--- src/rtl/sdm_pkg.sv ---
package sdm_pkg;
  typedef enum logic {
    DAC_NEG = 1'b0,
    DAC_POS = 1'b1
  } dac_sel_e;

  localparam int GUARD_BITS_DEFAULT = 2;
endpackage

--- src/rtl/sdm_diff.sv ---
module sdm_diff #(
  parameter int W  = 8,
  parameter int AW = 10
) (
  input  logic signed [W-1:0]  in_smp,
  input  sdm_pkg::dac_sel_e    fb_sel,
  output logic signed [AW-1:0] fb_lvl,
  output logic signed [AW-1:0] diff
);
  localparam int FS = 1 << (W-1);

  function automatic logic signed [AW-1:0] dac_level(input sdm_pkg::dac_sel_e s);
    logic signed [AW-1:0] mag;
    mag = signed'(AW'(FS));
    return (s == sdm_pkg::DAC_POS) ? mag : -mag;
  endfunction

  function automatic logic signed [AW-1:0] widen(input logic signed [W-1:0] v);
    return signed'({{(AW-W){v[W-1]}}, v});
  endfunction

  always_comb begin
    fb_lvl = dac_level(fb_sel);
    diff   = widen(in_smp) - fb_lvl;
  end
endmodule

--- src/rtl/sdm_integ.sv ---
module sdm_integ #(
  parameter int AW = 10
) (
  input  logic                 clk,
  input  logic                 rst,
  input  logic                 en,
  input  logic signed [AW-1:0] diff,
  output logic signed [AW-1:0] acc_q,
  output logic signed [AW-1:0] acc_nxt
);
  function automatic logic signed [AW-1:0] accumulate(
    input logic signed [AW-1:0] a, input logic signed [AW-1:0] d);
    return a + d;
  endfunction

  assign acc_nxt = accumulate(acc_q, diff);

  always_ff @(posedge clk) begin
    if (rst)     acc_q <= '0;
    else if (en) acc_q <= acc_nxt;
  end
endmodule

--- src/rtl/sdm_quant.sv ---
module sdm_quant #(
  parameter int AW = 10
) (
  input  logic                 clk,
  input  logic                 rst,
  input  logic                 en,
  input  logic signed [AW-1:0] acc_nxt,
  output sdm_pkg::dac_sel_e    bit_q
);
  function automatic sdm_pkg::dac_sel_e compare_zero(input logic signed [AW-1:0] v);
    return (v >= 0) ? sdm_pkg::DAC_POS : sdm_pkg::DAC_NEG;
  endfunction

  always_ff @(posedge clk) begin
    if (rst)     bit_q <= sdm_pkg::DAC_NEG;
    else if (en) bit_q <= compare_zero(acc_nxt);
  end
endmodule

--- src/rtl/sdm_mod1.sv ---
module sdm_mod1 #(
  parameter int W     = 8,
  parameter int GUARD = sdm_pkg::GUARD_BITS_DEFAULT
) (
  input  logic                clk,
  input  logic                rst,
  input  logic                in_vld,
  input  logic signed [W-1:0] in_smp,
  output logic                bit_out
);
  localparam int AW = W + GUARD;

  sdm_pkg::dac_sel_e    fb_sel;
  logic signed [AW-1:0] fb_lvl;
  logic signed [AW-1:0] diff;
  logic signed [AW-1:0] acc_q;
  logic signed [AW-1:0] acc_nxt;
  logic                 step_en;

  assign step_en = in_vld;

  sdm_diff #(.W(W), .AW(AW)) u_diff (
    .in_smp (in_smp),
    .fb_sel (fb_sel),
    .fb_lvl (fb_lvl),
    .diff   (diff)
  );

  sdm_integ #(.AW(AW)) u_integ (
    .clk     (clk),
    .rst     (rst),
    .en      (step_en),
    .diff    (diff),
    .acc_q   (acc_q),
    .acc_nxt (acc_nxt)
  );

  sdm_quant #(.AW(AW)) u_quant (
    .clk     (clk),
    .rst     (rst),
    .en      (step_en),
    .acc_nxt (acc_nxt),
    .bit_q   (fb_sel)
  );

  assign bit_out = (fb_sel == sdm_pkg::DAC_POS);
endmodule

--- config.mk ---
export PLATFORM = sky130hd
export DESIGN_NAME = sdm_mod1
export DESIGN_NICKNAME = d
export VERILOG_FILES = /design/src/rtl/sdm_pkg.sv /design/src/rtl/sdm_diff.sv /design/src/rtl/sdm_integ.sv /design/src/rtl/sdm_quant.sv /design/src/rtl/sdm_mod1.sv
export SDC_FILE = /design/constraint.sdc
export NUM_CORES = 1
export LEC_CHECK = 0
export BUFFER_PORTS_ARGS = -buffer_cell sky130_fd_sc_hd__clkbuf_2
export CELL_PAD_IN_SITES_DETAIL_PLACEMENT = 0
export CELL_PAD_IN_SITES_GLOBAL_PLACEMENT = 2
export CORE_UTILIZATION = 34
export DETAILED_ROUTE_END_ITERATION = 6
export HOLD_SLACK_MARGIN = 0.02
export PLACE_DENSITY_LB_ADDON = 0.1
export SLEW_MARGIN = 10
export SYNTH_ARGS = -nofsm -noshare
export SYNTH_HDL_FRONTEND = slang
export SYNTH_SLANG_ARGS = --single-unit
export TNS_END_PERCENT = 20
--- constraint.sdc ---
create_clock -name clk -period 3.2 [get_ports clk]
set_clock_uncertainty 0.05 [all_clocks]
set_input_delay 0.64 -clock clk [delete_from_list [all_inputs] [get_ports clk]]
set_output_delay 0.64 -clock clk [all_outputs]
set_load 0.02 [all_outputs]
=== Word level (Yosys, flattened, before mapping) ===
Cells that the tools add are included.

* Add/subtract/negate cells: 2
* Order comparisons: 1
* Mux-type cells: 2

{| class="wikitable"
|+ Operator list
! operator !! number
|-
| adder 10 bit || 1
|-
| greater-or-equal comparator 10 x 1 -> 1 bit, second input constant || 1
|-
| two-way mux 10 bit || 1
|-
| subtractor 8 x 10 -> 10 bit || 1
|-
| two-way mux 1 bit || 1
|}

* Bits in registers: 11
* Input port bits: 11
* Output and inout bits: 1
* Word-level logic and storage cells: 7

=== Logic depth before layout (Yosys ltp) ===
* Word-level depth: 5
* Mapped depth: 9
* Depth with buffers taken out: 9

=== Modules after synthesis ===
A second synthesis with hierarchy kept.

* Cells, all modules: 137
* Area total of the unflattened synthesis: 1139.8 um^2

{| class="wikitable"
|+ Modules (own cells, without submodules)
! module !! instances !! cells an instance !! area an instance (um^2)
|-
| sdm_integ || 1 || 110 || 933.4
|-
| sdm_diff || 1 || 24 || 175.2
|-
| sdm_quant || 1 || 3 || 31.3
|}

=== Worst setup path after synthesis ===
No wires, ideal clock.

* Path type: in2reg
* From: input port in_smp[2]
* To: register u_integ.acc_q[9]
* Data arrival time: 2.436 ns
* Data required time: 3.032 ns
* Setup slack: 0.596 ns
* Stages: 8
* Cells stage by stage: inv_1 ha_1 inv_1 ha_1 a2111oi_4 nor4_2 or4b_4 o2111a_1

* Cells in the longest elaborated chain, start to end: 2

{| class="wikitable"
|+ Ends and longest elaborated chain
! item !! RTL line !! text
|-
| from (decl) || sdm_mod1.sv:8 || <nowiki>input logic signed [W-1:0] in_smp,</nowiki>
|-
| subtractor 8 x 10 -> 10 bit || sdm_diff.sv:24 || <nowiki>diff = widen(in_smp) - fb_lvl;</nowiki>
|-
| adder 10 bit || sdm_integ.sv:13 || <nowiki>return a + d;</nowiki>
|-
| to (signal assigned) || sdm_integ.sv:20 || <nowiki>else if (en) acc_q <= acc_nxt;</nowiki>
|-
| to (decl) || sdm_integ.sv:8 || <nowiki>output logic signed [AW-1:0] acc_q,</nowiki>
|}

Every way passes these cells.
A chain may end at the register's enable or synchronous reset.

=== Worst setup path after layout ===
* From: input port in_smp[7]
* To: register u_integ.acc_q[9]

Same word-level chain as after synthesis.

==> reports/summary.md <==
The final count of pins violating max slew was 0. The run gives 0.000530 uW as the cell leakage power. The tools report the initial antenna violation count as 0. In this run, synthesis inferred 0 flip-flops with an integrated enable. For this run, the number of Yosys warnings is 0. Before CTS, the worst setup slack after placement is 0.299 ns. The count of boundary I/O pins is 12, and the switching fraction of total power is 42.9%. Of all flip-flops after synthesis, the portion carrying an async set or reset was 0%. In the synthesized netlist the dominant register cell turns out to be sky130_fd_sc_hd__dfxtp_1. The count of port buffers added during placement was 11; the fraction of post-synthesis cell area in the top cell type by area was 21.9%. Latest clock arrival within the worst-skew pair: 0.27 ns. The run gives 36.1% as the initial cell density of the core. TritonCTS created 3 clock buffers.

The worst setup path is launched from a primary input. The areal power density over the cells was 692 mW/mm^2. The worst hold path belongs to the class flip-flop to flip-flop. For the final design area excluding fillers, the log shows 0.00111 mm^2.

Via count of the first global-routing pass: 803. In the layout the commonest cells are 29 x sky130_fd_sc_hd__inv_1, 17 x sky130_fd_sc_hd__ha_1, 11 x sky130_fd_sc_hd__clkbuf_2, 11 x sky130_fd_sc_hd__dfxtp_1, 8 x sky130_fd_sc_hd__nor2_1. The final worst-path setup slack is 0.567 ns. The tools report the startpoint of the worst setup timing path as in_smp[7]. The first global-routing pass estimated 3480 um of wire.

The cell count after synthesis was 121; the detailed-route vias per instance was 5.03. Once detail routing completed, the nets flagged for antenna violations numbered 0. The overall die width was 56.4 um.

The logs give 0 ns for the sum of negative setup slack and 0 for the number of setup violations in the final report. Synthesis produced a netlist with a net count of 150. The initialized floorplan defines 19 standard-cell rows. On the critical path, the stage with the largest delay is an instance of sky130_fd_sc_hd__or4b_4. The tools report the end point of the critical path as u_integ.acc_q[9]. Summing the sequential cell areas from Yosys gives 21.9% of the chip area.

The power after layout came out at 770 uW. The clock network burns 13.2% of the power. After detailed routing, the number of remaining DRC violations is 0. Worst-margin pin slew: 0.448 ns. After synthesis, the cell types taking the most area are sky130_fd_sc_hd__dfxtp_1 22%, sky130_fd_sc_hd__ha_1 21%, sky130_fd_sc_hd__inv_1 11%, sky130_fd_sc_hd__mux2i_1 4.0%, sky130_fd_sc_hd__o21ai_0 3.0%. Final hold slack: 0.450 ns. The critical path is of the primary input to flip-flop type. The most common cell after layout, fill and taps aside was sky130_fd_sc_hd__inv_1. The biggest area contributor in the post-synthesis netlist is sky130_fd_sc_hd__dfxtp_1. Of the total power, registers draw 25.5%.

Fill cells in the final layout number 310. A synthesized cell averages 8.30 um^2. In this run the critical register-to-register path is captured at u_integ.acc_q[9]. The number of buffers added to fix hold violations after cts is 0, and the minimum clock period is 2.63 ns. Clock-pin slew was measured on the worst setup and hold paths at 0.08 ns. Summed over all nets, the switching power comes to 330 uW. The tools report the final number of hold-violating endpoints as 0. The relative area change from synthesis to final layout came out at 10.8%. The most used cell along the critical path was sky130_fd_sc_hd__inv_1.

The logs give 22 for the maximum number of pins on one net before global-route repair and 0.00109 mm^2 for the post-detailed-placement cell area. Once the clock tree was built, the resizer swapped 0 gates to a different size. After legalization and detailed placement, the total HPWL measured 1460 um. For the worst setup slack for register-to-register paths, the log shows 0.67 ns. The tools report the number of buffers between clock root and the deepest sink as 2.

Detail-routed net length per standard cell: 11.4 um. The chip height is 56.4 um, and the total of max-cap violations is 0. For the sum of routed wire length over all layers, the log shows 1870 um. After global routing the overflow that remains totals 0. The total global-route track usage is 14.0%, and the worst path required time is 3.32 ns. The startpoint identified for the worst register-to-register timing path is u_quant.bit_q. The clock drives 11 sinks. The net count of the finished layout is 163.

For the worst setup path, the data arrival time is 2.75 ns. TritonCTS built the clock tree. The worst pin sits at a relative slew slack of 70.1%. The initial DRC count was 30. For this run, the slowest stage of the critical path takes 0.54 ns. The repair_antennas step left the layout with diodes totalling 0.

Combinational logic burns 61.3% of the power. The H-tree depth was 1; the number of setup buffers added after CTS was 0. The die covers 0.00318 mm^2. Summing every instance area after synthesis gives 0.00100 mm^2. The placeable core area was 0.00278 mm^2; the number of cells traversed by the worst register-to-register path was 8. The internal power was 440 uW; the share of the cycle needed by the critical path after routing was 82.3%. The flip-flop and latch count after synthesis was 11. VDD sags by at most 0.284 mV. CTS root buffer: sky130_fd_sc_hd__clkbuf_4. The synthesized netlist contains 34 unique library cells.

Traced cell by cell, the critical path runs through clkbuf_2 -> inv_1 -> fa_1 -> inv_1 -> ha_1 -> a21oi_1 -> o21ai_0 -> or4b_4 -> o2111a_1. Along the worst path, the maximum fanout reaches 4. The post-route netlist has 14.3% of its cells at a drive strength greater than 1.

The routed layout has 825 vias. Before antenna repair, the detailed router went through 4 iterations. The run finished with clean final reports. Setup repair after global routing left no endpoint under its margin. STA classifies the critical path endpoint as a flip-flop.

For the maximum clock frequency, the log shows 0.380 GHz. The run gives 0.692 as the weighted congestion reported at the end of routability-driven placement.
[critical path: cells and delay by family]
family / cells / cell delay [ns]
compound gates: 3 / 0.51
fa+ha+maj: 2 / 0.86
buf+inv: 3 / 0.21
simple gates: 1 / 0.54
[sequential cells by signal (all words and copies together), names as in the netlist]
signal / cells
u_integ.acc_q: 10
u_quant.bit_q: 1
[cells by family after synthesis]
group                    count (synthesis)  synth area share, %
flip-flops                              11                 21.9
adder cells (fa/ha/maj)                 18                 23.2
AND/OR/NAND/NOR                         28                 17.2
buffers and inverters                   32                 12.0
XOR/XNOR                                 4                 3.49
AO/OA/AOI/OAI                           24                 18.3
multiplexers                             4                 3.99
[worst min path at each step]
stage                      from          endpoint  slack (ns)  cells after the start
2_1_floorplan  u_integ.acc_q[2]  u_integ.acc_q[2]        0.41                      2
3_3_place_gp   u_integ.acc_q[0]  u_integ.acc_q[0]        0.43                      2
3_5_place_dp   u_integ.acc_q[4]  u_integ.acc_q[4]        0.43                      2
4_1_cts        u_integ.acc_q[4]  u_integ.acc_q[4]        0.45                      2
5_1_grt        u_integ.acc_q[1]  u_integ.acc_q[1]        0.49                      2
6_report       u_integ.acc_q[4]  u_integ.acc_q[4]        0.45                      2
[power groups by stage]
stage / registers [uW] / logic (uW) / clock network [uW]
2_1_floorplan: 200 / 384 / 0
3_3_place_gp: 199 / 472 / 0
3_5_place_dp: 201 / 474 / 0
4_1_cts: 198 / 478 / 109
5_1_grt: 203 / 545 / 117
6_report: 196 / 472 / 102
[Yosys cell counts (2+ instances only)]
master	instances
sky130_fd_sc_hd__o21a_1	2
sky130_fd_sc_hd__nand2b_1	2
sky130_fd_sc_hd__clkbuf_1	3
sky130_fd_sc_hd__or3_1	3
sky130_fd_sc_hd__inv_1	29
sky130_fd_sc_hd__nor3b_1	2
sky130_fd_sc_hd__nor2b_1	2
sky130_fd_sc_hd__o311ai_0	2
sky130_fd_sc_hd__xnor2_1	3
sky130_fd_sc_hd__o21ai_0	6
sky130_fd_sc_hd__nand2_1	4
sky130_fd_sc_hd__mux2i_1	4
sky130_fd_sc_hd__nor2_1	8
sky130_fd_sc_hd__dfxtp_1	11
sky130_fd_sc_hd__a21oi_1	5
sky130_fd_sc_hd__ha_1	17
[layout make-up]
class                           count  area, um^2  area share (%)
Multi-Input combinational cell     78         664            59.7
Sequential cell                    11         220            19.8
Inverter                           29         109            9.78
Timing Repair Buffer               11        55.1            4.94
Tap cell                           31        38.8            3.48
Clock buffer                        4        26.3            2.36
[through the flow]
stage,util [%],instances
4_1_cts,40.0,164
3_3_place_gp,39.1,160
3_5_place_dp,39.1,160
6_report,40.0,164
2_1_floorplan,-,121
5_1_grt,40.0,164
[routing by layer]
metal | vias to the layer above | GRT usage [%] | share of wire [%]
li1 | 435 | - | -
met1 | 381 | 18.4 | 51
met2 | 7 | 21.9 | 46
met3 | 2 | 2.07 | 2.4
met4 | 0 | 7.32 | 0.86
met5 | - | 0 | 0
Power figures use the tool's default switching activity.
